`config.mk`:
```
export PLATFORM = sky130hd
export DESIGN_NAME = pmerge_unit
export DESIGN_NICKNAME = d
export VERILOG_FILES = /design/src/rtl/pmerge_pkg.sv /design/src/rtl/pmerge_byte_merge.sv /design/src/rtl/pmerge_parity.sv /design/src/rtl/pmerge_ctrl.sv /design/src/rtl/pmerge_unit.sv
export SDC_FILE = /design/constraint.sdc
export NUM_CORES = 1
export LEC_CHECK = 0
export BUFFER_PORTS_ARGS = -buffer_cell sky130_fd_sc_hd__clkbuf_2
export CAP_MARGIN = 5
export CORE_MARGIN = 2
export CORE_UTILIZATION = 58
export DETAILED_ROUTE_END_ITERATION = 6
export PLACE_DENSITY = 0.87
export SLEW_MARGIN = 10
export SYNTH_ARGS = -nofsm -noshare
export SYNTH_HDL_FRONTEND = slang
export SYNTH_HIERARCHICAL = 1
export SYNTH_SLANG_ARGS = --single-unit
```
`constraint.sdc`:
```
create_clock -name clk -period 4.4 [get_ports clk]
set_input_delay 0.66 -clock clk [delete_from_list [all_inputs] [get_ports clk]]
set_output_delay 0.66 -clock clk [all_outputs]
set_load 0.02 [all_outputs]
```
`src/rtl/pmerge_pkg.sv`:
```
package pmerge_pkg;
    typedef enum logic [1:0] {
        PM_IDLE  = 2'd0,
        PM_READ  = 2'd1,
        PM_WRITE = 2'd2
    } pm_state_e;
endpackage

```
`src/rtl/pmerge_byte_merge.sv`:
```
module pmerge_byte_merge #(
    parameter int NBYTES = 4,
    localparam int DW = 8 * NBYTES
) (
    input  logic [DW-1:0]     old_data,
    input  logic [DW-1:0]     new_data,
    input  logic [NBYTES-1:0] be,
    output logic [DW-1:0]     merged
);
    // One lane per byte: take the new byte when its enable is set.
    for (genvar g = 0; g < NBYTES; g++) begin : g_lane
        assign merged[8*g +: 8] = be[g] ? new_data[8*g +: 8] : old_data[8*g +: 8];
    end
endmodule

```
`src/rtl/pmerge_parity.sv`:
```
module pmerge_parity #(
    parameter int DW = 32
) (
    input  logic [DW-1:0] gen_data,
    output logic          gen_par,
    input  logic [DW-1:0] chk_data,
    input  logic          chk_par,
    output logic          chk_ok
);
    // Odd parity: the data bits and the parity bit XOR to 1.
    assign gen_par = ~(^gen_data);
    assign chk_ok  = ^{chk_data, chk_par};
endmodule

```
`src/rtl/pmerge_ctrl.sv`:
```
module pmerge_ctrl
    import pmerge_pkg::*;
#(
    parameter int ADDR_W = 10,
    parameter int NBYTES = 4,
    localparam int DW = 8 * NBYTES
) (
    input  logic              clk,
    input  logic              rst_n,
    input  logic              wr_valid,
    input  logic [ADDR_W-1:0] wr_addr,
    input  logic [DW-1:0]     wr_data,
    input  logic [NBYTES-1:0] wr_be,
    input  logic [DW-1:0]     mem_rdata,
    input  logic              mem_rpar,
    input  logic              old_ok,
    input  logic              err_clr,
    output logic              busy,
    output logic              stretch_req,
    output logic              wr_done,
    output logic              mem_re,
    output logic              mem_we,
    output logic [ADDR_W-1:0] mem_addr,
    output logic [DW-1:0]     new_q_data,
    output logic [NBYTES-1:0] be_q_out,
    output logic [DW-1:0]     old_q_data,
    output logic              old_q_par,
    output logic              perr_flag,
    output logic [ADDR_W-1:0] perr_addr
);
    typedef struct packed {
        pm_state_e         st;
        logic [ADDR_W-1:0] addr;
        logic [DW-1:0]     data;
        logic [NBYTES-1:0] be;
        logic [DW-1:0]     old;
        logic              old_par;
        logic              perr;
        logic [ADDR_W-1:0] perr_addr;
    } ctrl_s;

    ctrl_s q, d;
    logic  partial_q;

    assign partial_q = ~(&q.be);

    always_comb begin
        d = q;
        case (q.st)
            PM_IDLE: begin
                if (wr_valid && (|wr_be)) begin
                    d.addr = wr_addr;
                    d.data = wr_data;
                    d.be   = wr_be;
                    // Stretch decision only after the enables are sampled.
                    d.st   = (&wr_be) ? PM_WRITE : PM_READ;
                end
            end
            PM_READ: begin
                d.old     = mem_rdata;
                d.old_par = mem_rpar;
                d.st      = PM_WRITE;
            end
            PM_WRITE: d.st = PM_IDLE;
            default:  d.st = PM_IDLE;
        endcase
        if (err_clr) d.perr = 1'b0;
        // Old-data check overlaps the merged write-back; set beats clear.
        if (q.st == PM_WRITE && partial_q && !old_ok) begin
            d.perr      = 1'b1;
            d.perr_addr = q.addr;
        end
    end

    always_ff @(posedge clk or negedge rst_n) begin
        if (!rst_n) q <= '0;
        else        q <= d;
    end

    assign busy        = (q.st != PM_IDLE);
    assign stretch_req = (q.st == PM_READ);
    assign mem_re      = (q.st == PM_READ);
    assign mem_we      = (q.st == PM_WRITE);
    assign wr_done     = (q.st == PM_WRITE);
    assign mem_addr    = q.addr;
    assign new_q_data  = q.data;
    assign be_q_out    = q.be;
    assign old_q_data  = q.old;
    assign old_q_par   = q.old_par;
    assign perr_flag   = q.perr;
    assign perr_addr   = q.perr_addr;

    assert_stretch_after_sample_R4: assert property (@(posedge clk) disable iff (!rst_n)
        stretch_req |-> $past(wr_valid && !busy));
    assert_stretch_one_cycle_R4: assert property (@(posedge clk) disable iff (!rst_n)
        stretch_req |=> (mem_we && !stretch_req));
    assert_read_then_write_R2: assert property (@(posedge clk) disable iff (!rst_n)
        mem_re |=> (mem_we && !mem_re));
    assert_idle_no_access_R7: assert property (@(posedge clk) disable iff (!rst_n)
        !busy |-> (!mem_we && !mem_re && !stretch_req));
    assert_flag_sticky_R6: assert property (@(posedge clk) disable iff (!rst_n)
        (perr_flag && !err_clr) |=> perr_flag);
endmodule

```
`src/rtl/pmerge_unit.sv`:
```
module pmerge_unit #(
    parameter int ADDR_W = 10,
    parameter int NBYTES = 4,
    localparam int DW = 8 * NBYTES
) (
    input  logic              clk,
    input  logic              rst_n,
    input  logic              wr_valid,
    input  logic [ADDR_W-1:0] wr_addr,
    input  logic [DW-1:0]     wr_data,
    input  logic [NBYTES-1:0] wr_be,
    output logic              busy,
    output logic              stretch_req,
    output logic              wr_done,
    output logic              mem_re,
    output logic              mem_we,
    output logic [ADDR_W-1:0] mem_addr,
    output logic [DW-1:0]     mem_wdata,
    output logic              mem_wpar,
    input  logic [DW-1:0]     mem_rdata,
    input  logic              mem_rpar,
    input  logic              err_clr,
    output logic              perr_flag,
    output logic [ADDR_W-1:0] perr_addr
);
    logic [DW-1:0]     new_data, old_data, merged;
    logic [NBYTES-1:0] be_q;
    logic              old_par, old_ok;

    pmerge_ctrl #(.ADDR_W(ADDR_W), .NBYTES(NBYTES)) ctrl_i (
        .clk(clk), .rst_n(rst_n),
        .wr_valid(wr_valid), .wr_addr(wr_addr), .wr_data(wr_data), .wr_be(wr_be),
        .mem_rdata(mem_rdata), .mem_rpar(mem_rpar), .old_ok(old_ok), .err_clr(err_clr),
        .busy(busy), .stretch_req(stretch_req), .wr_done(wr_done),
        .mem_re(mem_re), .mem_we(mem_we), .mem_addr(mem_addr),
        .new_q_data(new_data), .be_q_out(be_q), .old_q_data(old_data), .old_q_par(old_par),
        .perr_flag(perr_flag), .perr_addr(perr_addr)
    );

    // A full write has every enable set, so the merge passes the new data.
    pmerge_byte_merge #(.NBYTES(NBYTES)) merge_i (
        .old_data(old_data), .new_data(new_data), .be(be_q), .merged(merged)
    );

    pmerge_parity #(.DW(DW)) par_i (
        .gen_data(merged), .gen_par(mem_wpar),
        .chk_data(old_data), .chk_par(old_par), .chk_ok(old_ok)
    );

    assign mem_wdata = merged;

    assert_write_parity_odd_R3: assert property (@(posedge clk) disable iff (!rst_n)
        mem_we |-> (^{mem_wdata, mem_wpar}));
    assert_done_with_write_R1: assert property (@(posedge clk) disable iff (!rst_n)
        wr_done |=> !mem_we);
endmodule

```
==> results of run 1 <==
-- worst max-delay path, stage by stage, from the launching register on --
cell and delay, ns:
sky130_fd_sc_hd__dfrtp_1 0.73, sky130_fd_sc_hd__mux2_4 0.36, sky130_fd_sc_hd__xor2_1 0.28, sky130_fd_sc_hd__xnor2_1 0.17, sky130_fd_sc_hd__xnor2_1 0.11, sky130_fd_sc_hd__xnor2_1 0.29, sky130_fd_sc_hd__xnor2_1 0.16, sky130_fd_sc_hd__clkbuf_2 0.18
-- worst min-delay path by stage --
stage	endpoint	slack [ns]	cells past startpoint	start
after CTS	ctrl_i/new_q_data[7]$_DFFE_PN0P_	0.31	1	rst_n
after detailed placement	ctrl_i/perr_addr[6]$_DFFE_PN0P_	0.49	1	ctrl_i/perr_addr[6]$_DFFE_PN0P_
after global placement	ctrl_i/perr_addr[8]$_DFFE_PN0P_	0.49	1	ctrl_i/perr_addr[8]$_DFFE_PN0P_
after floorplan	ctrl_i/be_q_out[0]$_DFFE_PN0P_	0.36	0	rst_n
after global routing	ctrl_i/new_q_data[6]$_DFFE_PN0P_	0.32	1	rst_n
final	ctrl_i/new_q_data[7]$_DFFE_PN0P_	0.30	1	rst_n
-- placed cells by master (no fill, tap or decap), drive strengths merged, types with 2 or more instances in the layout --
master	count
buf	3
clkbuf	150
clkinv	2
dfrtp	92
inv	4
mux2	121
nor2b	3
xnor2	54
xor2	7
-- area by class of cell --
type	count	share of cell area
Timing Repair Buffer	143	0.129
Multi-Input combinational cell	195	0.399
Inverter	1	0.000668
Sequential cell	92	0.410
Tap cell	111	0.0247
Clock buffer	10	0.0245
Clock inverter	6	0.0125
-- layer usage --
metal	up-vias	part of all wire	wire length [um]
met4	0	0.011	110
met5	-	0	0
li1	1321	-	-
met3	9	0.053	519
met2	92	0.50	4920
met1	1411	0.44	4290
-- stage by stage --
stage	hold slack (ns)	util	setup slack, ns	instances
after floorplan	0.364	-	1.77	392
after global placement	0.490	0.594	1.42	542
after detailed placement	0.492	0.594	1.43	542
after CTS	0.311	0.617	1.02	558
after global routing	0.325	0.617	0.928	558
final	0.305	0.617	1.11	558
-- cell families after synthesis --
logic type | after synthesis
AOI/OAI and AO/OA | 2
xor gates and xnor gates | 62
buffers and inverters | 105
DFF | 92
muxes | 121
and+or+nand+nor | 10
-- registers in the layout, indices dropped and copies added, names as in the netlist --
register,count
ctrl_i/old_q_par,1
ctrl_i/q,2
ctrl_i/mem_addr,10
ctrl_i/old_q_data,32
ctrl_i/perr_addr,10
ctrl_i/be_q_out,4
ctrl_i/perr_flag,1
ctrl_i/new_q_data,32
-- power breakdown --
group / total (mW) / switching [mW] / internal [mW]
clock network: 0.581 / 0.297 / 0.285
logic: 3.44 / 1.64 / 1.80
registers: 1.43 / 0.277 / 1.15
==> flow_summary.rst, run 1 <==
.. list-table::
   :header-rows: 1

   * - Metric
     - Value
   * - Total length of routed wires
     - 9840 um
   * - Initial core utilization
     - 0.588
   * - Vias in the first global route
     - 3105
   * - # DRC
     - 0
   * - Met1 global-route usage
     - 0.270
   * - Cell count after synthesis
     - 392
   * - Top-count cell post-synth
     - sky130_fd_sc_hd__dfrtp_1
   * - Area share of fa/ha/maj cells after synthesis
     - 0
   * - Highest Clock Rate
     - 304 MHz
   * - Length in cells of the worst reg-to-reg path
     - 4
   * - Global routing usage on met2
     - 0.347
   * - Final Critical Period
     - 3.29 ns
   * - Count of warnings emitted by yosys
     - 6
   * - Share of cell area taken by muxes after synthesis
     - 0.297
   * - Launch point of the worst path
     - ctrl_i/be_q_out[0]$_DFFE_PN0P_
   * - First-pass GRT wire length
     - 16000 um
   * - Result of the run
     - finished, final reports clean
   * - CP endpoint
     - mem_wpar
   * - R2R setup slack
     - 1.65 ns
   * - First-pass DRT Iterations
     - 4
   * - GRT busiest layer
     - met2
   * - Share of final-layout standard cells stronger than drive strength 1
     - 0.631
   * - Maximum Capacitance Violations
     - 0
   * - I/O Buffers
     - 141
   * - Total power consumption of the routed design
     - 5.45 mW
   * - Mapped Nets
     - 475
   * - Crit path launch type
     - flip-flop
   * - Number of enable flip-flop cells after synthesis
     - 0
   * - Largest family of logic cells by synthesized area
     - multiplexers
   * - Clock latency of the later-clocked register in the worst-skew pair
     - 0.34 ns
   * - Storage element area
     - 2300 um2
   * - Residual antenna-violating net count after detailed routing
     - 0
   * - Number of post-CTS setup repair buffers
     - 0
   * - Post-DR wirelength/cell
     - 17.6 um
   * - Clk sinks
     - 92
   * - PD cells
     - 970 nW/um2
   * - First-iteration detailed-routing DRC count
     - 44
   * - Clock root buffer master
     - sky130_fd_sc_hd__clkbuf_8
   * - Required time worst endpoint
     - 3.74 ns
   * - Worst Hold Class
     - in2async
   * - H-tree depth
     - 3
   * - Overall die width
     - 100 um
   * - Post-synthesis to final-layout area growth
     - 4.83%
   * - Normalized max-slew margin
     - 0.303
   * - Most used flip-flop cell after synthesis
     - sky130_fd_sc_hd__dfrtp_1
   * - Diode insertion count for antenna repair
     - 0
   * - Synthesized-area fraction occupied by and/or/nand/nor cells
     - 0.0131
   * - Terminus of the critical flop-to-flop path
     - ctrl_i/be_q_out[3]$_DFFE_PN0P_
   * - Count of unique library cells instantiated by Yosys
     - 21
   * - Classification of the worst setup path
     - reg2out
   * - Clock buffer depth
     - 2
   * - Number of fill cells in the layout
     - 712
   * - Count of endpoints failing hold in the final timing report
     - 0
   * - Leading post-synthesis cells by instance count
     - sky130_fd_sc_hd__dfrtp_1 (92), sky130_fd_sc_hd__buf_4 (91), sky130_fd_sc_hd__mux2_4 (61), sky130_fd_sc_hd__mux2_2 (60), sky130_fd_sc_hd__xnor2_1 (54)
   * - Global-route congestion overflow total
     - 0
   * - Maximum number of pins on one net before global-route repair
     - 48
   * - Proportion of synthesized chip area in sequential cells
     - 0.430
   * - Detailed-placement wirelength estimate
     - 7390 um
   * - Synth Cell Area
     - 5360 um2
   * - Flip-flop and latch count after synthesis
     - 92
   * - Post-route fraction of the period consumed by the critical path
     - 0.748
   * - Top cell type by total area after synthesis
     - sky130_fd_sc_hd__dfrtp_1
   * - Setup tns final
     - 0 ns
   * - Setup Skew
     - 0.0148 ns
   * - Data arrival at the endpoint of the critical path
     - 2.63 ns
   * - Mean instance size in the synthesized netlist
     - 13.7 um2
   * - Max Transition Viols Final
     - 0
   * - Vias
     - 2833
   * - Num CTS Buffers
     - 9
   * - Critical path capture point type
     - output pin
   * - Placed Area
     - 5410 um2
   * - TritonCTS clock tree
     - yes
   * - Hold-fix buffer count after cts
     - 0
   * - Number of gates given a new drive strength after cts
     - 0
   * - Area contributors post-synth
     - sky130_fd_sc_hd__dfrtp_1 (43%), sky130_fd_sc_hd__mux2_4 (17%), sky130_fd_sc_hd__buf_4 (13%)
   * - Endpoints failing setup
     - 0
   * - Area fraction in compound gates after synthesis
     - 0.00187
   * - Peak ir drop on the vdd network
     - 1470 uV
   * - Io pins
     - 142
   * - Global routing usage on met3
     - 0.0508
   * - Number of vias per cell after detailed routing
     - 5.08
   * - Die H
     - 100 um
   * - Die footprint
     - 10000 um2
   * - Global routing usage summed across all routing layers
     - 0.208
   * - RSZ-0062 raised after global routing
     - false
   * - Clock-pin slew on the worst setup and hold paths
     - 0.09 ns
   * - Post-Layout Inst Area
     - 5620 um2
   * - Last weighted congestion value of the routability-driven placer
     - 0.808
   * - Area of the multi-input gates
     - 2240 um2
   * - Synth Area in XOR/XNOR
     - 0.104
   * - Area share of the leading cell type in the synthesized netlist
     - 0.430
   * - Crit Path Max Fanout
     - 10
   * - Transition time of the tightest slew-check pin
     - 1.04 ns
   * - Layout Nets
     - 525
   * - Standard-cell row count
     - 35
   * - Static power due to leakage
     - 2.69 nW
   * - Area of the core
     - 9110 um2
   * - Fraction of registers with async set or reset after synthesis
     - 1.00
   * - Antenna violations before repair
     - 0
   * - Origin of the critical flop-to-flop path
     - ctrl_i/q[91]$_DFFE_PN0P_
No activity file was read; power rests on OpenSTA's default activity.
==> run 2, diff against run 1 <==
- CORE_UTILIZATION: 58 -> 53
- PLACE_DENSITY: 0.87 -> 0.8
- clock period: 4.4 -> 3.28 ns (I/O delays scaled with it)
==> run 2 against run 1 <==
Effect of this change: sequential cell count unchanged; clock power grew 57%; global-route usage fell by 1.5 points; register-to-register slack lost 0.92 ns; wire length up 0.82%; via count increased by 0.32%; sequential power increased by 34%; count of clock-buffer cells in the layout grew 1; clock skew fell by 0.0055 ns; power is 37% higher.
==> flow_summary.rst, run 2 (same netlist as run 1, synthesis figures left out) <==
.. list-table::
   :header-rows: 1

   * - Metric
     - Value
   * - Maximum Capacitance Violations
     - 0
   * - Crit Path Max Fanout
     - 10
   * - Met3 routed wirelength
     - 611 um
   * - Overall die width
     - 105 um
   * - Peak ir drop on the vdd network
     - 1790 uV
   * - Io pins
     - 142
   * - Utilization after layout
     - 0.583
   * - Number of vias per cell after detailed routing
     - 4.89
   * - Post-place setup slack
     - 0.466 ns
   * - Post-DR wirelength/cell
     - 17.1 um
   * - TritonCTS clock tree
     - yes
   * - Routed metal-1 wire length
     - 4480 um
   * - Die footprint
     - 10900 um2
   * - Data arrival at the endpoint of the critical path
     - 2.56 ns
   * - Share of final-layout standard cells stronger than drive strength 1
     - 0.634
   * - Layout Nets
     - 527
   * - Post-route fraction of the period consumed by the critical path
     - 0.931
   * - Global-route congestion overflow total
     - 0
   * - Total length of routed wires
     - 9920 um
   * - Final Critical Period
     - 3.05 ns
   * - Detailed-placement wirelength estimate
     - 7340 um
   * - Vias in the first global route
     - 3134
   * - Most common library cell in the layout ignoring fill and taps
     - sky130_fd_sc_hd__clkbuf_2
   * - Global routing usage summed across all routing layers
     - 0.192
   * - Area of the core
     - 9770 um2
   * - Post-synthesis to final-layout area growth
     - 6.26%
   * - I/O Buffers
     - 141
   * - Clk sinks
     - 92
   * - RSZ-0062 raised after global routing
     - false
   * - Count of endpoints failing hold in the final timing report
     - 0
   * - Antenna violations before repair
     - 0
   * - Diode insertion count for antenna repair
     - 0
   * - Normalized max-slew margin
     - 0.313
   * - Endpoints failing setup
     - 0
   * - First-pass DRT Iterations
     - 4
   * - Die H
     - 105 um
   * - Maximum number of pins on one net before global-route repair
     - 84
   * - First-iteration detailed-routing DRC count
     - 96
   * - Worst Hold Class
     - in2reg
   * - PD cells
     - 1310 nW/um2
   * - Commonest cells after routing, fill and taps aside
     - sky130_fd_sc_hd__clkbuf_2 (140), sky130_fd_sc_hd__dfrtp_1 (90), sky130_fd_sc_hd__mux2_4 (61)
   * - Final worst-path setup slack
     - 0.227 ns
   * - Highest Clock Rate
     - 328 MHz
   * - Classification of the worst setup path
     - reg2out
   * - Max Transition Viols Final
     - 0
   * - # DRC
     - 0
   * - Clock latency of the later-clocked register in the worst-skew pair
     - 0.35 ns
   * - Num CTS Buffers
     - 9
   * - Setup tns final
     - 0 ns
   * - Initial core utilization
     - 0.548
   * - Clock-pin slew on the worst setup and hold paths
     - 0.09 ns
   * - Vias
     - 2842
   * - Met2 wire length
     - 4710 um
   * - Setup Skew
     - 0.00929 ns
   * - Result of the run
     - finished, final reports clean
   * - Critical path capture point type
     - output pin
   * - First-pass GRT wire length
     - 16600 um
   * - Required time worst endpoint
     - 2.79 ns
   * - Number of fill cells in the layout
     - 794
   * - Crit path launch type
     - flip-flop
   * - Standard-cell row count
     - 36
   * - H-tree depth
     - 3
   * - Residual antenna-violating net count after detailed routing
     - 0
   * - Top Layer Used
     - met4
   * - Transition time of the tightest slew-check pin
     - 1.03 ns
   * - Clock buffer depth
     - 2
   * - Clock root buffer master
     - sky130_fd_sc_hd__clkbuf_8
   * - Last weighted congestion value of the routability-driven placer
     - 0.757
   * - Static power due to leakage
     - 2.71 nW
## run 2: cell count changes in the layout (fill, tap and decap cells not counted)
cell and change:
sky130_fd_sc_hd__inv_6 -3, sky130_fd_sc_hd__buf_4 +2, sky130_fd_sc_hd__bufinv_16 +2, sky130_fd_sc_hd__dfrtp_1 -2
sky130_fd_sc_hd__dfrtp_2 +2, sky130_fd_sc_hd__clkbuf_1 +1, sky130_fd_sc_hd__clkinv_2 -1, sky130_fd_sc_hd__clkinv_4 -1
sky130_fd_sc_hd__clkinvlp_4 +1
## run 2: repair_timing
| action | in CTS | in global routing |
|---|---|---|
| setup buffers | 0 | 0 |
| hold buffers | 0 | 0 |
| resized for setup | 0 | 2 |
| setup endpoints to repair | 0 | 1 |
## run 2: power by group
| part | switching (mW) | internal [mW] | leakage [nW] |
|---|---|---|---|
| logic | 2.20 | 2.41 | 1.51 |
| clock network | 0.390 | 0.524 | 0.116 |
| registers | 0.370 | 1.55 | 1.08 |
| total | 2.96 | 4.48 | 2.71 |
## run 2: final cells by class
type                            count  area, um2  share of cell area
Clock buffer                       11        141              0.0248
Inverter                            1       3.75            0.000659
Clock inverter                      4       97.6              0.0171
Timing Repair Buffer              145        738               0.130
Tap cell                          133        166              0.0292
Multi-Input combinational cell    195       2240               0.394
Sequential cell                    92       2300               0.405
## run 2: worst max-delay path, cell delays in order, from the launching register on
cell and delay (ns):
sky130_fd_sc_hd__dfrtp_1 0.71, sky130_fd_sc_hd__mux2_4 0.36, sky130_fd_sc_hd__xor2_1 0.21, sky130_fd_sc_hd__xnor2_1 0.12, sky130_fd_sc_hd__xnor2_1 0.25, sky130_fd_sc_hd__xnor2_1 0.18
sky130_fd_sc_hd__xnor2_1 0.17, sky130_fd_sc_hd__clkbuf_2 0.20
## run 2: stage by stage
| step | std cells | power [mW] | cell area, um2 | hold slack (ns) |
|---|---|---|---|---|
| 3_3_place_gp | 566 | 6.49 | 5450 | 0.488 |
| 4_1_cts | 581 | 7.54 | 5690 | 0.299 |
| 2_1_floorplan | 392 | 5.86 | 5360 | 0.196 |
| 6_report | 581 | 7.45 | 5690 | 0.323 |
| 5_1_grt | 581 | 7.95 | 5690 | 0.340 |
| 3_5_place_dp | 566 | 6.59 | 5450 | 0.497 |
## run 2: worst paths after layout
check	depth (start not counted)	start	end	slack, ns
min in group asynchronous	1	rst_n	ctrl_i/old_q_data[7]$_DFFE_PN0P_	0.33
worst max register to register	7	ctrl_i/old_q_data[13]$_DFFE_PN0P_	ctrl_i/perr_addr[9]$_DFFE_PN0P_	0.73
max in group asynchronous	2	rst_n	ctrl_i/old_q_data[30]$_DFFE_PN0P_	2.21
worst max-delay path	7	ctrl_i/be_q_out[1]$_DFFE_PN0P_	mem_wpar	0.23
worst min-delay path	2	err_clr	ctrl_i/perr_flag$_DFFE_PN0P_	0.32
worst min register to register	1	ctrl_i/perr_addr[8]$_DFFE_PN0P_	ctrl_i/perr_addr[8]$_DFFE_PN0P_	0.51
## run 2: per-layer routing
layer,GRT usage,vias to the layer above
met3,0.0505,8
met5,0,-
li1,-,1326
met4,0.0579,0
met1,0.260,1419
met2,0.305,89
